**src/rtl/tc_pkg.sv**
```systemverilog
package tc_pkg;
  localparam int unsigned ADDR_W    = 4;
  localparam int unsigned NUM_DIV   = 4;
  localparam int unsigned LOG_FIRST = 1;
  localparam int unsigned LOG_STEP  = 2;
  localparam int unsigned NUM_SRC   = 3;
  localparam int unsigned SRC_OVF   = 0;
  localparam int unsigned SRC_RA    = 1;
  localparam int unsigned SRC_RC    = 2;
  localparam int unsigned STAT_CLK_BIT = 8;

  localparam logic [ADDR_W-1:0] ADDR_CMD   = 4'd0;
  localparam logic [ADDR_W-1:0] ADDR_MODE  = 4'd1;
  localparam logic [ADDR_W-1:0] ADDR_COUNT = 4'd2;
  localparam logic [ADDR_W-1:0] ADDR_CMPA  = 4'd3;
  localparam logic [ADDR_W-1:0] ADDR_CMPC  = 4'd4;
  localparam logic [ADDR_W-1:0] ADDR_STAT  = 4'd5;
  localparam logic [ADDR_W-1:0] ADDR_IEN   = 4'd6;
  localparam logic [ADDR_W-1:0] ADDR_IDIS  = 4'd7;
  localparam logic [ADDR_W-1:0] ADDR_IMASK = 4'd8;

  typedef enum logic [2:0] {
    SEL_DIV2, SEL_DIV8, SEL_DIV32, SEL_DIV128,
    SEL_SLOW, SEL_EXT, SEL_OFF6, SEL_OFF7
  } clk_sel_e;

  typedef enum logic [1:0] {ACT_NONE, ACT_SET, ACT_CLR, ACT_TGL} pin_act_e;

  typedef struct packed {
    pin_act_e rc_act;
    pin_act_e ra_act;
    logic     stop_rc;
    logic     auto_rst;
    clk_sel_e sel;
  } mode_t;

  localparam int unsigned MODE_W = $bits(mode_t);
endpackage

```
**src/rtl/tc_prescale.sv**
```systemverilog
module tc_prescale
  import tc_pkg::*;
#(
  parameter int unsigned N_TAP = NUM_DIV
) (
  input  logic             clk_i,
  input  logic             rst_ni,
  output logic [N_TAP-1:0] tick_o
);
  localparam int unsigned PRE_W = LOG_FIRST + LOG_STEP * (N_TAP - 1);

  logic [PRE_W-1:0] pre_q;

  always_ff @(posedge clk_i or negedge rst_ni) begin
    if (!rst_ni) pre_q <= '0;
    else         pre_q <= pre_q + 1'b1;
  end

  // tap i fires once per 2**(LOG_FIRST+LOG_STEP*i) cycles
  for (genvar i = 0; i < N_TAP; i++) begin : g_tap
    localparam int unsigned LB = LOG_FIRST + LOG_STEP * i;
    assign tick_o[i] = &pre_q[LB-1:0];
  end
endmodule

```
**src/rtl/tc_edge_sync.sv**
```systemverilog
module tc_edge_sync #(
  parameter int unsigned STAGES = 2
) (
  input  logic clk_i,
  input  logic rst_ni,
  input  logic async_i,
  output logic rise_o
);
  logic [STAGES-1:0] sync_q;
  logic              prev_q;

  always_ff @(posedge clk_i or negedge rst_ni) begin
    if (!rst_ni) begin
      sync_q <= '0;
      prev_q <= 1'b0;
    end else begin
      sync_q <= {sync_q[STAGES-2:0], async_i};
      prev_q <= sync_q[STAGES-1];
    end
  end

  assign rise_o = sync_q[STAGES-1] & ~prev_q;

  AST_RISE_SINGLE: assert property (@(posedge clk_i) disable iff (!rst_ni)
    rise_o |=> !rise_o) else $error("rise pulse longer than one cycle");
endmodule

```
**src/rtl/tc_count_core.sv**
```systemverilog
module tc_count_core
  import tc_pkg::*;
#(
  parameter int unsigned CNT_W = 16
) (
  input  logic               clk_i,
  input  logic               rst_ni,
  input  logic               tick_i,
  input  mode_t              mode_i,
  input  logic [CNT_W-1:0]   ra_i,
  input  logic [CNT_W-1:0]   rc_i,
  input  logic               cmd_we_i,
  input  logic               cmd_en_i,
  input  logic               cmd_dis_i,
  input  logic               cmd_trig_i,
  output logic [CNT_W-1:0]   cnt_o,
  output logic               clk_on_o,
  output logic               tioa_o,
  output logic [NUM_SRC-1:0] evt_o
);
  logic [CNT_W-1:0] cnt_q, cnt_d;
  logic             on_q, on_d;
  logic             pin_q, pin_d;
  logic             step, ra_hit, rc_hit, top_hit, reload;

  function automatic logic apply_act(pin_act_e act, logic cur);
    case (act)
      ACT_SET: return 1'b1;
      ACT_CLR: return 1'b0;
      ACT_TGL: return ~cur;
      default: return cur;
    endcase
  endfunction

  assign step    = on_q & tick_i & ~cmd_we_i;
  assign ra_hit  = (cnt_q == ra_i);
  assign rc_hit  = (cnt_q == rc_i);
  assign top_hit = &cnt_q;
  assign reload  = mode_i.auto_rst & rc_hit;

  always_comb begin
    evt_o          = '0;
    evt_o[SRC_OVF] = step & top_hit & ~reload;
    evt_o[SRC_RA]  = step & ra_hit;
    evt_o[SRC_RC]  = step & rc_hit;
  end

  always_comb begin
    cnt_d = cnt_q;
    if (cmd_we_i && cmd_trig_i) cnt_d = '0;
    else if (step)              cnt_d = reload ? '0 : cnt_q + 1'b1;
  end

  always_comb begin
    on_d = on_q;
    if (cmd_we_i) begin
      if (cmd_dis_i)     on_d = 1'b0;
      else if (cmd_en_i) on_d = 1'b1;
    end else if (step && mode_i.stop_rc && rc_hit) begin
      on_d = 1'b0;
    end
  end

  always_comb begin
    pin_d = pin_q;
    if (step) begin
      if (rc_hit)      pin_d = apply_act(mode_i.rc_act, pin_q);
      else if (ra_hit) pin_d = apply_act(mode_i.ra_act, pin_q);
    end
  end

  always_ff @(posedge clk_i or negedge rst_ni) begin
    if (!rst_ni) begin
      cnt_q <= '0;
      on_q  <= 1'b0;
      pin_q <= 1'b0;
    end else begin
      cnt_q <= cnt_d;
      on_q  <= on_d;
      pin_q <= pin_d;
    end
  end

  assign cnt_o    = cnt_q;
  assign clk_on_o = on_q;
  assign tioa_o   = pin_q;

  AST_UP_STEP: assert property (@(posedge clk_i) disable iff (!rst_ni)
    (step && !reload) |=> ((cnt_q - $past(cnt_q)) == CNT_W'(1))) else $error("step not +1");
  AST_RELOAD_ZERO: assert property (@(posedge clk_i) disable iff (!rst_ni)
    (step && reload) |=> (cnt_q == '0)) else $error("reload not zero");
  AST_ONESHOT_OFF: assert property (@(posedge clk_i) disable iff (!rst_ni)
    (step && mode_i.stop_rc && rc_hit) |=> !clk_on_o) else $error("one-shot kept running");
  AST_TRIG_ZERO: assert property (@(posedge clk_i) disable iff (!rst_ni)
    (cmd_we_i && cmd_trig_i) |=> (cnt_o == '0)) else $error("trigger not zero");
  AST_IDLE_HOLD: assert property (@(posedge clk_i) disable iff (!rst_ni)
    (!(on_q && tick_i) && !(cmd_we_i && cmd_trig_i)) |=> $stable(cnt_o)) else $error("count moved");
  AST_DIS_WINS: assert property (@(posedge clk_i) disable iff (!rst_ni)
    (cmd_we_i && cmd_dis_i) |=> !clk_on_o) else $error("disable lost");
endmodule

```
**src/rtl/tc_irq_ctrl.sv**
```systemverilog
module tc_irq_ctrl
  import tc_pkg::*;
(
  input  logic               clk_i,
  input  logic               rst_ni,
  input  logic [NUM_SRC-1:0] evt_i,
  input  logic               stat_rd_i,
  input  logic               ien_we_i,
  input  logic               idis_we_i,
  input  logic [NUM_SRC-1:0] wbits_i,
  output logic [NUM_SRC-1:0] flags_o,
  output logic [NUM_SRC-1:0] mask_o,
  output logic               irq_o
);
  logic [NUM_SRC-1:0] flags_q, mask_q;

  always_ff @(posedge clk_i or negedge rst_ni) begin
    if (!rst_ni) begin
      flags_q <= '0;
      mask_q  <= '0;
    end else begin
      flags_q <= (stat_rd_i ? '0 : flags_q) | evt_i;
      if (ien_we_i)       mask_q <= mask_q | wbits_i;
      else if (idis_we_i) mask_q <= mask_q & ~wbits_i;
    end
  end

  assign flags_o = flags_q;
  assign mask_o  = mask_q;
  assign irq_o   = |(flags_q & mask_q);

  AST_RDCLR: assert property (@(posedge clk_i) disable iff (!rst_ni)
    (stat_rd_i && evt_i == '0) |=> (flags_o == '0)) else $error("flags survived read");
  AST_EVT_LATCH: assert property (@(posedge clk_i) disable iff (!rst_ni)
    (evt_i != '0) |=> ((flags_o & $past(evt_i)) == $past(evt_i))) else $error("event lost");
  AST_MASK_ALL: assert property (@(posedge clk_i) disable iff (!rst_ni)
    (idis_we_i && !ien_we_i && (&wbits_i)) |=> (mask_o == '0 && !irq_o)) else $error("mask-all failed");
endmodule

```
**src/rtl/tc_channel.sv**
```systemverilog
module tc_channel
  import tc_pkg::*;
#(
  parameter int unsigned CNT_W       = 16,
  parameter int unsigned SYNC_STAGES = 2
) (
  input  logic              clk_i,
  input  logic              rst_ni,
  input  logic              slow_clk_i,
  input  logic              ext_clk_i,
  input  logic              we_i,
  input  logic              re_i,
  input  logic [ADDR_W-1:0] addr_i,
  input  logic [CNT_W-1:0]  wdata_i,
  output logic [CNT_W-1:0]  rdata_o,
  output logic              tioa_o,
  output logic              irq_o
);
  mode_t              mode_q;
  logic [CNT_W-1:0]   ra_q, rc_q, cnt;
  logic [NUM_DIV-1:0] div_tick;
  logic               slow_rise, ext_rise, tick, clk_on;
  logic [NUM_SRC-1:0] evt, flags, mask;
  logic               cmd_we;

  always_ff @(posedge clk_i or negedge rst_ni) begin
    if (!rst_ni) begin
      mode_q <= '0;
      ra_q   <= '0;
      rc_q   <= '0;
    end else if (we_i) begin
      case (addr_i)
        ADDR_MODE: mode_q <= mode_t'(wdata_i[MODE_W-1:0]);
        ADDR_CMPA: ra_q   <= wdata_i;
        ADDR_CMPC: rc_q   <= wdata_i;
        default: ;
      endcase
    end
  end

  tc_prescale #(.N_TAP(NUM_DIV)) u_pre (
    .clk_i (clk_i), .rst_ni(rst_ni), .tick_o(div_tick)
  );

  tc_edge_sync #(.STAGES(SYNC_STAGES)) u_slow (
    .clk_i(clk_i), .rst_ni(rst_ni), .async_i(slow_clk_i), .rise_o(slow_rise)
  );

  tc_edge_sync #(.STAGES(SYNC_STAGES)) u_ext (
    .clk_i(clk_i), .rst_ni(rst_ni), .async_i(ext_clk_i), .rise_o(ext_rise)
  );

  always_comb begin
    case (mode_q.sel)
      SEL_SLOW:           tick = slow_rise;
      SEL_EXT:            tick = ext_rise;
      SEL_OFF6, SEL_OFF7: tick = 1'b0;
      default:            tick = div_tick[mode_q.sel[1:0]];
    endcase
  end

  assign cmd_we = we_i && (addr_i == ADDR_CMD);

  tc_count_core #(.CNT_W(CNT_W)) u_core (
    .clk_i     (clk_i),
    .rst_ni    (rst_ni),
    .tick_i    (tick),
    .mode_i    (mode_q),
    .ra_i      (ra_q),
    .rc_i      (rc_q),
    .cmd_we_i  (cmd_we),
    .cmd_en_i  (wdata_i[0]),
    .cmd_dis_i (wdata_i[1]),
    .cmd_trig_i(wdata_i[2]),
    .cnt_o     (cnt),
    .clk_on_o  (clk_on),
    .tioa_o    (tioa_o),
    .evt_o     (evt)
  );

  tc_irq_ctrl u_irq (
    .clk_i    (clk_i),
    .rst_ni   (rst_ni),
    .evt_i    (evt),
    .stat_rd_i(re_i && (addr_i == ADDR_STAT)),
    .ien_we_i (we_i && (addr_i == ADDR_IEN)),
    .idis_we_i(we_i && (addr_i == ADDR_IDIS)),
    .wbits_i  (wdata_i[NUM_SRC-1:0]),
    .flags_o  (flags),
    .mask_o   (mask),
    .irq_o    (irq_o)
  );

  always_comb begin
    rdata_o = '0;
    case (addr_i)
      ADDR_MODE:  rdata_o[MODE_W-1:0] = mode_q;
      ADDR_COUNT: rdata_o = cnt;
      ADDR_CMPA:  rdata_o = ra_q;
      ADDR_CMPC:  rdata_o = rc_q;
      ADDR_STAT: begin
        rdata_o[NUM_SRC-1:0]  = flags;
        rdata_o[STAT_CLK_BIT] = clk_on;
      end
      ADDR_IMASK: rdata_o[NUM_SRC-1:0] = mask;
      default: ;
    endcase
  end

  AST_CNT_RESET: assert property (@(posedge clk_i) disable iff (!rst_ni)
    (!clk_on && !(cmd_we && wdata_i[2])) |=> $stable(cnt)) else $error("count moved while off");
  AST_OFF_SEL: assert property (@(posedge clk_i) disable iff (!rst_ni)
    (mode_q.sel inside {SEL_OFF6, SEL_OFF7} && !(cmd_we && wdata_i[2])) |=> $stable(cnt)) else $error("off select stepped");
endmodule

```
**config.mk**
```make
export PLATFORM = sky130hd
export DESIGN_NAME = tc_channel
export DESIGN_NICKNAME = d
export VERILOG_FILES = /design/src/rtl/tc_pkg.sv /design/src/rtl/tc_prescale.sv /design/src/rtl/tc_edge_sync.sv /design/src/rtl/tc_count_core.sv /design/src/rtl/tc_irq_ctrl.sv /design/src/rtl/tc_channel.sv
export SDC_FILE = /design/constraint.sdc
export NUM_CORES = 1
export LEC_CHECK = 0
export BUFFER_PORTS_ARGS = -buffer_cell sky130_fd_sc_hd__buf_2
export CAP_MARGIN = 30
export CELL_PAD_IN_SITES_DETAIL_PLACEMENT = 0
export CELL_PAD_IN_SITES_GLOBAL_PLACEMENT = 1
export CORE_MARGIN = 4
export CORE_UTILIZATION = 32
export CTS_CLUSTER_SIZE = 28
export DETAILED_ROUTE_END_ITERATION = 7
export GPL_TIMING_DRIVEN = 0
export PLACE_DENSITY_LB_ADDON = 0.1
export REMOVE_ABC_BUFFERS = 1
export SETUP_SLACK_MARGIN = 0.05
export SYNTH_ARGS = -nofsm -noshare
export SYNTH_HDL_FRONTEND = slang
export SYNTH_HIERARCHICAL = 1
export SYNTH_SLANG_ARGS = --single-unit
export TNS_END_PERCENT = 20
```
**constraint.sdc**
```tcl
create_clock -name clk_i -period 2.9 [get_ports clk_i]
set_clock_uncertainty 0.2 [all_clocks]
set_input_delay 0.58 -clock clk_i [delete_from_list [all_inputs] [get_ports clk_i]]
set_output_delay 0.58 -clock clk_i [all_outputs]
set_load 0.01 [all_outputs]
```
==> results of run 1 <==
-- what timing repair did --
item	in CTS	in global routing
hold endpoints to repair	25	0
setup buffers	16	6
resized for setup	15	17
pin swaps	7	10
hold buffers	1	0
endpoints found under the setup margin	35	21
gates cloned	0	1
-- worst max-delay path by stage --
stage | startpoint | to | slack, ns | cells after the start
6_report | u_pre/pre_q[0] | u_core/tioa_o | -0.11 | 11
4_1_cts | u_pre/pre_q[0] | u_core/tioa_o | -0.1 | 11
3_3_place_gp | addr_i[2] | u_irq/flags_o[0] | -0.47 | 8
3_5_place_dp | addr_i[3] | u_irq/flags_o[0] | -0.45 | 8
5_1_grt | u_pre/pre_q[0] | u_core/tioa_o | -0.24 | 11
2_1_floorplan | u_pre/pre_q[0] | u_core/tioa_o | 0.06 | 9
-- flip-flops by register name (all words and copies together) (netlist names), named ones only --
signal           flops
u_irq/flags_o        3
rc_q                16
mode_q               9
ra_q                16
u_slow/prev_q        1
u_slow/sync_q        2
u_core/cnt_o        16
u_pre/pre_q          7
u_ext/prev_q         1
u_core/clk_on_o      1
u_ext/sync_q         2
u_core/tioa_o        1
-- kinds of logic after synthesis --
logic type | Yosys count
xor+xnor | 36
mux | 51
compound gates | 69
flops | 78
buf+inv | 36
simple gates | 130
fa+ha+maj | 6
-- worst register-to-register path, stage by stage (launching register included) --
cell and delay, ns:
dfrtp_1 0.40, ha_2 0.19, and3_4 0.16, ha_2 0.16
mux4_2 0.45, mux2_4 0.28, nand3b_1 0.21, nor2_1 0.07
nand4_1 0.21, a2111oi_4 0.06, or3_1 0.37, and3_1 0.15
-- Yosys cell counts (2+ instances only) --
cell type	count
a211o_1	4
a21boi_1	2
a21o_1	7
a21oi_1	6
a22o_1	7
a22oi_1	16
a2bb2oi_1	2
a31oi_1	6
and2_1	3
and3_1	9
buf_2	18
buf_4	2
buf_6	7
clkbuf_1	2
dfrtp_1	78
ha_1	6
inv_1	6
mux2_2	24
mux2_4	20
mux2i_1	6
nand2_1	36
nand2b_1	3
nand3_1	14
nand3b_1	14
nand4_1	8
nor2_1	13
nor2b_1	3
nor2b_4	3
nor3_1	3
nor4_1	4
nor4b_4	2
o211ai_1	3
o21ai_0	4
o31ai_1	4
xnor2_1	20
xnor2_2	2
xor2_1	13
-- layer usage --
layer / vias up / share of wire (%) / routed length [um] / global-route usage (%)
met5: - / 0 / 0 / 0
met4: 0 / 0.51 / 66 / 3.56
met3: 4 / 4.6 / 603 / 4.58
met2: 74 / 46 / 6070 / 25.5
met1: 1689 / 48 / 6330 / 22.5
li1: 1573 / - / - / -
-- area by class of cell --
cell class              count  area [um2]
fillers                  1378        8420
multi-input cells         293        2500
flip-flops and latches     78        1950
repair buffers             67         449
clock buffers               9         225
well taps                 180         225
clock inverters             7         145
inverters                   6        22.5
-- power breakdown --
group,leakage [nW],internal [W],switching [W]
registers,0.982,0.00126,0.000227
logic,1.33,0.000396,0.000331
clock network,0.176,0.000932,0.000476
-- cell usage in the layout, fill, tap and decap left out, drive strengths merged, types with 6 or more instances in the layout --
cell | netlist | final
mux2 | 44 | 44
mux2i | 6 | 6
xnor2 | 22 | 22
a21o | 7 | 7
ha | 6 | 6
clkbuf | 2 | 11
a21oi | 7 | 8
inv | 6 | 7
dfrtp | 78 | 78
nand3b | 14 | 14
nand4 | 8 | 8
nor2b | 6 | 6
a22o | 8 | 8
xor2 | 14 | 14
a31oi | 6 | 6
and3 | 10 | 10
nor2 | 15 | 15
nand2 | 36 | 36
buf | 28 | 64
nand3 | 16 | 16
a22oi | 16 | 16
-- stage by stage --
stage                     instance area (um2)  utilization (%)
after global routing                     5520             39.6
after detailed placement                 4840             34.8
after global placement                   4810             34.6
final                                    5520             39.6
after CTS                                5420             38.9
after floorplan                          4370                -
==> key figures, run 1 <==
Outcome
  – Status: finished, violations left
  – Violations in the final reports: setup timing

Worst setup path
  – R2R depth: 11
  – CP delay by family, top: simple AND/OR/NAND/NOR gates
  – FF-to-FF End: u_core/tioa_o
  – Critical path's slowest cell: mux4_2
  – CP dominant cell by count: ha_2
  – CP cell instances: ha_2 -> and3_4 -> ha_2 -> mux4_2 -> mux2_4 -> nand3b_1 -> nor2_1 -> nand4_1 -> a2111oi_4 -> or3_1 -> and3_1
  – Crit path max fanout: 4
  – CP max stage delay: 0.45 ns
  – R2r setup slk: -0.11 ns
  – CP Capture Type: flip-flop
  – CP bufs+invs: 0
  – CP required: 2.93 ns
  – Reg2reg start: u_pre/pre_q[0]
  – Arr. time, crit path: 3.04 ns
  – Setup CP Type: reg2reg
  – Startpoint Class: flip-flop

Cells and area
  – N_diodes: 0
  – # nets final: 487
  – Area delta synth->final: 20.4%
  – Share of cells above drive strength 1: 35.7%
  – Post-route insts no fill: 640

Clock network
  – Clock Tree Root: clkbuf_16
  – Reg clk slew, reported paths: 0.06 ns
  – CTS Sinks: 78
  – Num CTS Buffers: 9
  – Htree depth: 3
  – Clk_lat worst skew: 0.35 ns
  – Deepest clock path buffer count: 2
  – CTS tree: done

Timing
  – Final-report setup violation count: 4
  – Tmin final: 3.01 ns
  – Fmax: 332 MHz
  – Final worst-path setup slack: -0.112 ns
  – Final Slew Violations: 0
  – Final period utilization: 104%
  – Worst Tran Pin Value: 0.683 ns
  – Hold slack: 0.139 ns
  – Worst rel slew slack: 54.1%
  – Fin. Hold Viols: 0
  – Fin Setup TNS: -0.177 ns
  – RSZ-0062 raised after global routing: yes

Placed design
  – Hpwl dp: 8770 um
  – # placed instances: 600
  – GPL Wtd Cong: 0.760
  – Dpl ws: -0.447 ns
  – Port bufs: 43

Route
  – Number of DRC markers in iteration 0: 215
  – Detail-routed via count per cell: 5.22
  – DRC violations left: 0
  – Routed vias: 3,340
  – DRT Pass-1 Iters: 4
  – WL final: 13,100 um
  – Routed Antenna Nets: 0
  – Routed length per instance: 20.4 um

Floorplanning
  – Ports: 44
  – Die width: 128 um
  – Chip height: 128 um
  – Die area: 0.0163 mm2
  – Core ar.: 0.0139 mm2
  – Row count: 43
  – Initial Utilization: 32.9%

GRT
  – Largest net degree at the start of global routing: 54
  – Vias in the first global route: 3,355
  – First-pass GRT wire length: 19,900 um
  – Antenna violations before repair: 0
  – Overall Global Routing Usage: 16.3%
  – Remaining global-route overflow: 0

Min path
  – Hold path startpoint: ext_clk_i
  – Hold Path End: u_ext/sync_q[0]
  – Path category of the worst min-delay check: in2reg
  – Hold Path Cell Cnt: 1

Power and ir drop
  – VDD IR max: 0.477 mV
  – Overall Power: 0.00362 W
  – LEAKAGE: 2.49 nW
  – Pwr Density: 656 mW/mm2

Synth
  – Synth cell types: 63
  – Adder-Cell Fraction of Synth Area: 1.64%
  – XOR/XNOR Fraction of Synth Area: 7.37%
  – Post-synth EDFFs: 0
  – Yosys reg bits: 78
  – Post-synthesis mux area share: 14.2%
  – Warnings from Yosys: 6
  – Largest area contributor in the synthesized netlist: dfrtp_1
  – Post-synthesis simple-gate area fraction: 17.7%
  – Compound-Gate Fraction of Synth Area: 11.4%
  – Post-synthesis instance total: 406
  – Yosys top cell area share: 42.6%
  – Area contributors post-synth: dfrtp_1 (43%), mux2_4 (6.5%), mux2_2 (5.9%)
  – Mean Syn Cell Area: 11.3 um2
  – Asr flop ratio synth: 100%
  – Syn Std Cell Area: 0.00459 mm2
  – Combinational family with the most area after synthesis: simple AND/OR/NAND/NOR gates
  – Most frequently used flop master after synthesis: dfrtp_1
  – Seq/Total Area, Yosys: 42.6%

Flow run
  – Max-cap violations: 0
No activity file was read; power rests on OpenSTA's default activity.
==> run 2: changes to the inputs <==
Settings changed: TNS_END_PERCENT 20 to default.
==> run 2 against run 1 <==
  * The flow still finishes with violations (setup timing)
  * Non-clock buffer count is 3 higher
  * Die area did not move
  * Wire length is 0.99% higher
  * Worst hold slack improved by 0.00074 ns
  * Total power up 0.50%
  * Clock power is essentially flat
  * Critical endpoint unchanged
  * Combinational power increased by 2%
  * Utilization increased by 0.49 points
  * Largest cell class unchanged
  * Sequential power is essentially flat
  * Register-to-register slack about the same
  * Final cell count grew 0.47%
  * Design area rose by 1.2%
==> key figures, run 2 (synthesized netlist as in run 1, its figures left out) <==
Outcome
  – Status: finished, violations left (unchanged)
  – Violations in the final reports: setup timing (unchanged)

Route
  – Routed length per instance: 20.5 um (was 20.4 um)
  – DRC violations left: 0 (unchanged)
  – Routed Antenna Nets: 0 (unchanged)
  – Routed vias: 3,379 (was 3,340)
  – Number of DRC markers in iteration 0: 224 (was 215)
  – DRT Pass-1 Iters: 4 (unchanged)
  – WL final: 13,200 um (was 13,100 um)
  – Detail-routed via count per cell: 5.26 (was 5.22)

Clock network
  – Clk_lat worst skew: 0.34 ns (was 0.35 ns)
  – Clock Tree Root: clkbuf_16 (unchanged)
  – Deepest clock path buffer count: 2 (unchanged)
  – Htree depth: 3 (unchanged)
  – Num CTS Buffers: 9 (unchanged)
  – CTS Sinks: 78 (unchanged)
  – CTS tree: done (unchanged)
  – Reg clk slew, reported paths: 0.06 ns (about the same)

Power and ir drop
  – Pwr Density: 651 mW/mm2 (was 656 mW/mm2)
  – Reg power frac: 40.9% (was 41.0%)
  – Clock Power Share: 38.6% (was 38.9%)
  – LEAKAGE: 2.51 nW (was 2.49 nW)
  – Switch Pwr: 0.00104 W (was 0.00103 W)
  – Comb power frac: 20.5% (was 20.1%)
  – Internal power: 0.00260 W (was 0.00259 W)
  – Sw frac: 28.6% (was 28.5%)
  – VDD IR max: 0.477 mV (about the same)

Placed design
  – Hpwl dp: 8770 um (unchanged)
  – Port bufs: 43 (unchanged)
  – # placed instances: 600 (unchanged)
  – GPL Wtd Cong: 0.760 (unchanged)
  – Placed cell area: 0.00484 mm2 (unchanged)

Cells and area
  – Cell area after layout: 0.00559 mm2 (was 0.00552 mm2)
  – Most common cell after layout, fill and taps aside: dfrtp_1 (unchanged)
  – N_diodes: 0 (unchanged)
  – Most frequent cells in the layout: dfrtp_1 (78), buf_2 (40), nand2_1 (33), mux2_4 (22), mux2_2 (22) (unchanged)
  – Share of cells above drive strength 1: 36.7% (was 35.7%)
  – Area delta synth->final: 21.9% (was 20.4%)
  – Multi-input combinational cell area: 0.00253 mm2 (was 0.00250 mm2)
  – Fillers: 1,368 (was 1,378)
  – # nets final: 490 (was 487)
  – FF/Latch Area: 0.00195 mm2 (unchanged)
  – Post-route insts no fill: 643 (was 640)

Timing
  – Final period utilization: 104% (about the same)
  – Final Slew Violations: 0 (unchanged)
  – Tmin final: 3.02 ns (was 3.01 ns)
  – RSZ-0062 raised after global routing: yes (unchanged)
  – Fin. Hold Viols: 0 (unchanged)
  – Hold slack: 0.140 ns (was 0.139 ns)
  – Final worst-path setup slack: -0.124 ns (was -0.112 ns)
  – Final-report setup violation count: 5 (was 4)
  – Fmax: 331 MHz (was 332 MHz)
  – Worst Tran Pin Value: 0.557 ns (was 0.683 ns)
  – Worst rel slew slack: 62.6% (was 54.1%)

Floorplanning
  – Initial Utilization: 32.9% (unchanged)
  – Core ar.: 0.0139 mm2 (unchanged)
  – Ports: 44 (unchanged)
  – Row count: 43 (unchanged)
  – Die width: 128 um (unchanged)
  – Chip height: 128 um (unchanged)
  – Die area: 0.0163 mm2 (unchanged)

Worst setup path
  – Startpoint Class: flip-flop (unchanged)
  – R2r setup slk: -0.12 ns (was -0.11 ns)
  – CP cell instances: ha_2 -> and3_4 -> ha_2 -> mux4_2 -> mux2_4 -> nand3b_1 -> buf_4 -> and2b_2 -> or3_1 -> and3_1 (was ha_2 -> and3_4 -> ha_2 -> mux4_2 -> mux2_4 -> nand3b_1 -> nor2_1 -> nand4_1 -> a2111oi_4 -> or3_1 -> and3_1)
  – CP dominant cell by count: ha_2 (unchanged)
  – CP bufs+invs: 1 (was 0)
  – Arr. time, crit path: 3.06 ns (was 3.04 ns)
  – CP Capture Type: flip-flop (unchanged)
  – CP delay by family, top: simple AND/OR/NAND/NOR gates (unchanged)
  – Critical path's slowest cell: mux4_2 (unchanged)
  – CP required: 2.93 ns (about the same)
  – CP max stage delay: 0.45 ns (about the same)
  – Setup CP Type: reg2reg (unchanged)
  – Crit path max fanout: 4 (unchanged)

Min path
  – Path category of the worst min-delay check: in2reg (unchanged)

GRT
  – First-pass GRT wire length: 20,000 um (was 19,900 um)
  – Overall Global Routing Usage: 16.3% (about the same)
  – Antenna violations before repair: 0 (unchanged)
  – Remaining global-route overflow: 0 (unchanged)
  – Vias in the first global route: 3,367 (was 3,355)
  – Largest net degree at the start of global routing: 54 (unchanged)

Flow run
  – Max-cap violations: 0 (unchanged)
run 2: worst paths after layout:
| kind | from | end | cells past startpoint |
|---|---|---|---|
| setup reg to reg | u_pre/pre_q[0] | u_core/tioa_o | 10 |
| setup / recovery | u_pre/pre_q[0] | u_core/tioa_o | 10 |
| hold / removal | ext_clk_i | u_ext/sync_q[0] | 1 |
| min in group asynchronous | rst_ni | asynchronous set/reset pin | 2 |
| hold reg to reg | u_slow/sync_q[0] | u_slow/sync_q[1] | 0 |
| max in group asynchronous | rst_ni | mode_q[6] | 3 |
run 2: metrics by stage:
| step | setup TNS, ns | setup slack [ns] | utilization [%] | total power [W] |
|---|---|---|---|---|
| 6_report | -0.180 | -0.124 | 40.1 | 0.00364 |
| 5_1_grt | -1.51 | -0.238 | 40.1 | 0.00382 |
| 4_1_cts | -0.126 | -0.0964 | 39.0 | 0.00364 |
| 3_5_place_dp | -6.88 | -0.447 | 34.8 | 0.00217 |
| 3_3_place_gp | -7.25 | -0.474 | 34.6 | 0.00216 |
| 2_1_floorplan | 0 | 0.0566 | - | 0.00190 |
run 2: timing repair:
action	4_1_cts	5_1_grt
endpoints found under the hold margin	25	0
hold buffers	1	0
endpoints found under the setup margin	35	22
pin swaps	8	9
resized for setup	17	25
cloned	0	1
setup buffers	16	9
run 2: area by class of cell:
class / count / share of cell area (%)
Multi-Input combinational cell: 293 / 45.4
Sequential cell: 78 / 34.9
Timing Repair Buffer: 70 / 8.64
Clock buffer: 9 / 4.03
Tap cell: 180 / 4.03
Clock inverter: 7 / 2.60
Inverter: 6 / 0.403
run 2: metal layers:
layer | track usage, % | routed length [um] | vias up
met5 | 0 | 0 | -
met4 | 3.56 | 136 | 0
met3 | 4.58 | 656 | 11
met2 | 25.5 | 6090 | 71
met1 | 22.6 | 6310 | 1718
li1 | - | - | 1579
run 2: power groups by stage:
stage	registers (W)	clock network, W	logic (W)
finish	0.00149	0.00141	0.000745
global placement	0.00150	0	0.000660
floorplan	0.00143	0	0.000473
detailed placement	0.00150	0	0.000670
CTS	0.00149	0.00145	0.000703
global route	0.00151	0.00150	0.000807
==> run 3: changes to the inputs <==
Settings changed: ABC_AREA from default to 1, RECOVER_POWER from default to 100.
==> run 3 against run 2 <==
  * Design area is 2.1% lower
  * Sequential power is 12% higher
  * Largest power group unchanged
  * Combinational power is 66% higher
  * Maximum frequency is 11% higher
  * Clock power is 21% lower
  * Sequential cell count stayed put
  * The run now ends clean
  * Critical path depth is 1 lower
  * Sequential share of layout area is 0.78 points higher
  * First-iteration DRC count is 16% higher
  * Via count is 27% higher
  * Synthesized cell count is 75% higher
  * Highest routed layer unchanged
  * Setup slack better by 0.29 ns
==> key figures, run 3 <==
Timing
  – Hold slack: 0.135 ns (was 0.140 ns)
  – Fmax: 366 MHz (was 331 MHz)
  – Tmin final: 2.73 ns (was 3.02 ns)
  – Fin. Hold Viols: 0 (unchanged)
  – Worst rel slew slack: 14.8% (was 62.6%)
  – Final period utilization: 94.1% (was 104%)
  – Worst Tran Pin Value: 1.28 ns (was 0.557 ns)
  – Final Slew Violations: 0 (unchanged)
  – RSZ-0062 raised after global routing: yes (unchanged)
  – Final-report setup violation count: 0 (was 5)

Clock network
  – Deepest clock path buffer count: 2 (unchanged)
  – Setup bufs post-CTS: 0 (was 16)
  – Clk_lat worst skew: 0.35 ns (was 0.34 ns)
  – CTS Sinks: 78 (unchanged)
  – Reg clk slew, reported paths: 0.06 ns (about the same)
  – Clock Tree Root: clkbuf_16 (unchanged)
  – Htree depth: 3 (unchanged)
  – CTS tree: done (unchanged)
  – Num CTS Buffers: 9 (unchanged)

Route
  – WL final: 13,800 um (was 13,200 um)
  – Number of DRC markers in iteration 0: 260 (was 224)
  – Routed vias: 4,303 (was 3,379)
  – DRT Pass-1 Iters: 4 (unchanged)
  – DRC violations left: 0 (unchanged)
  – Detail-routed via count per cell: 4.54 (was 5.26)
  – Routed length per instance: 14.6 um (was 20.5 um)
  – Routed Antenna Nets: 0 (unchanged)

Synth
  – Warnings from Yosys: 6 (unchanged)
  – Compound-Gate Fraction of Synth Area: 10.2% (was 11.4%)
  – Most common cell in the netlist: nand2_1 (was dfrtp_1)
  – Yosys top cell area share: 39.7% (was 42.6%)
  – XOR/XNOR Fraction of Synth Area: 1.78% (was 7.37%)
  – Adder-Cell Fraction of Synth Area: 1.53% (was 1.64%)
  – Synth top cells by count: nand2_1 (281), inv_1 (109), dfrtp_1 (78) (was dfrtp_1 (78), nand2_1 (36), mux2_2 (24))
  – Most frequently used flop master after synthesis: dfrtp_1 (unchanged)
  – Yosys reg bits: 78 (unchanged)
  – Combinational family with the most area after synthesis: simple AND/OR/NAND/NOR gates (unchanged)
  – Asr flop ratio synth: 100% (unchanged)
  – Area contributors post-synth: dfrtp_1 (40%), nand2_1 (21%), inv_1 (8.3%) (was dfrtp_1 (43%), mux2_4 (6.5%), mux2_2 (5.9%))
  – Mean Syn Cell Area: 6.90 um2 (was 11.3 um2)
  – Largest area contributor in the synthesized netlist: dfrtp_1 (unchanged)
  – Synth cell types: 36 (was 63)
  – Post-synth EDFFs: 0 (unchanged)
  – Post-synthesis simple-gate area fraction: 35.9% (was 17.7%)
  – Post-synthesis mux area share: 0% (was 14.2%)
  – Syn Std Cell Area: 0.00492 mm2 (was 0.00459 mm2)
  – Seq/Total Area, Yosys: 39.7% (was 42.6%)
  – Post-synthesis instance total: 712 (was 406)

Cells and area
  – Final Core Density: 36.1% (was 40.1%)
  – Share of cells above drive strength 1: 10.1% (was 36.7%)
  – Most frequent cells in the layout: nand2_1 (286), inv_1 (109), dfrtp_1 (77), nor2_1 (56), o21ai_0 (45) (was dfrtp_1 (78), buf_2 (40), nand2_1 (33), mux2_4 (22), mux2_2 (22))
  – Most common cell after layout, fill and taps aside: nand2_1 (was dfrtp_1)
  – N_diodes: 0 (unchanged)
  – # nets final: 787 (was 490)
  – Post-route insts no fill: 948 (was 643)
  – Area delta synth->final: 11.2% (was 21.9%)

Worst setup path
  – CP cell instances: buf_2 -> inv_1 -> nand2_1 -> nor2_1 -> nand2_1 -> nand2_1 -> inv_1 -> nand2_1 -> clkbuf_1 (was ha_2 -> and3_4 -> ha_2 -> mux4_2 -> mux2_4 -> nand3b_1 -> buf_4 -> and2b_2 -> or3_1 -> and3_1)
  – Setup CP Type: in2out (was reg2reg)
  – CP Launch Point: addr_i[2] (was u_pre/pre_q[0])
  – Reg2reg start: u_pre/pre_q[0] (unchanged)
  – Critical path's slowest cell: nor2_1 (was mux4_2)
  – CP required: 2.12 ns (was 2.93 ns)
  – CP bufs+invs: 4 (was 1)
  – Startpoint Class: primary input (was flip-flop)
  – CP delay by family, top: simple AND/OR/NAND/NOR gates (unchanged)
  – Crit path max fanout: 6 (was 4)
  – Arr. time, crit path: 1.95 ns (was 3.06 ns)
  – CP max stage delay: 0.54 ns (was 0.45 ns)
  – CP dominant cell by count: nand2_1 (was ha_2)
  – CP Capture Type: output port (was flip-flop)

Min path
  – Hold path startpoint: slow_clk_i (was ext_clk_i)
  – Path category of the worst min-delay check: in2reg (unchanged)

Flow run
  – Max-cap violations: 0 (unchanged)

GRT
  – Remaining global-route overflow: 0 (unchanged)
  – Antenna violations before repair: 0 (unchanged)
  – Vias in the first global route: 4,207 (was 3,367)
  – Largest net degree at the start of global routing: 60 (was 54)
  – Overall Global Routing Usage: 16.5% (was 16.3%)
  – First-pass GRT wire length: 22,600 um (was 20,000 um)

Power and ir drop
  – Pwr Density: 736 mW/mm2 (was 651 mW/mm2)
  – VDD IR max: 0.325 mV (was 0.477 mV)
  – Overall Power: 0.00403 W (was 0.00364 W)
  – LEAKAGE: 2.90 nW (was 2.51 nW)

Placed design
  – Port bufs: 43 (unchanged)
  – Hpwl dp: 10,200 um (was 8770 um)
  – GPL Wtd Cong: 0.849 (was 0.760)
  – # placed instances: 931 (was 600)

Floorplanning
  – Die area: 0.0174 mm2 (was 0.0163 mm2)
  – Core ar.: 0.0151 mm2 (was 0.0139 mm2)
  – Ports: 44 (unchanged)
  – Row count: 45 (was 43)
  – Initial Utilization: 32.5% (was 32.9%)
  – Die width: 132 um (was 128 um)
  – Chip height: 132 um (was 128 um)

Outcome
  – Status: complete, no violations (was finished, violations left)
run 3: layer usage:
layer / vias to the layer above / share of wire [%] / track usage (%)
met3: 14 / 3.3 / 3.55
met2: 66 / 44 / 25.0
met5: - / 0 / 0
met1: 1954 / 51 / 23.6
li1: 2269 / - / -
met4: 0 / 1.5 / 4.96
run 3: report_power, final:
part / total, W / switching [W] / internal, W
clock network: 0.00112 / 0.000484 / 0.000634
logic: 0.00124 / 0.000788 / 0.000451
registers: 0.00167 / 0.000340 / 0.00133
run 3: metrics by stage:
step                      cell area, um2  worst slack, ns  TNS [ns]
after detailed placement            5290           -0.199    -0.199
after global placement              5260           -0.226    -0.226
final                               5470            0.171         0
after CTS                           5610           0.0677         0
after global routing                5470           0.0195         0
after floorplan                     4810            0.662         0
run 3: worst paths after layout:
path                                    end  slack (ns)  cells past startpoint
setup / recovery                 rdata_o[6]        0.17                      9
hold / removal             u_slow/sync_q[0]        0.13                      1
setup reg to reg           u_core/cnt_o[10]        0.27                     14
hold reg to reg            u_slow/sync_q[1]        0.15                      0
max in group asynchronous    u_pre/pre_q[0]        0.47                      3
min in group asynchronous           ra_q[4]        0.84                      2
run 3: area by class of cell:
type	instances	area, um2
clock buffers	11	253
clock inverters	5	42.5
fillers	1669	9680
inverters	116	435
multi-input cells	505	2340
flip-flops and latches	78	1950
well taps	188	235
repair buffers	45	214
run 3: cells by family (layout without fill, tap and decap cells):
family | count (synthesis) | after routing
adders and majority gates | 6 | 6
DFF | 78 | 78
and+or+nand+nor | 415 | 415
xor gates and xnor gates | 10 | 10
buffers and inverters | 129 | 177
AOI/OAI and AO/OA | 74 | 74
run 3: what timing repair did:
item / 4_1_cts / 5_1_grt
setup endpoints to repair: 1 / 27
resized for setup: 2 / 4
hold buffers: 1 / 0
hold endpoints to repair: 19 / 0
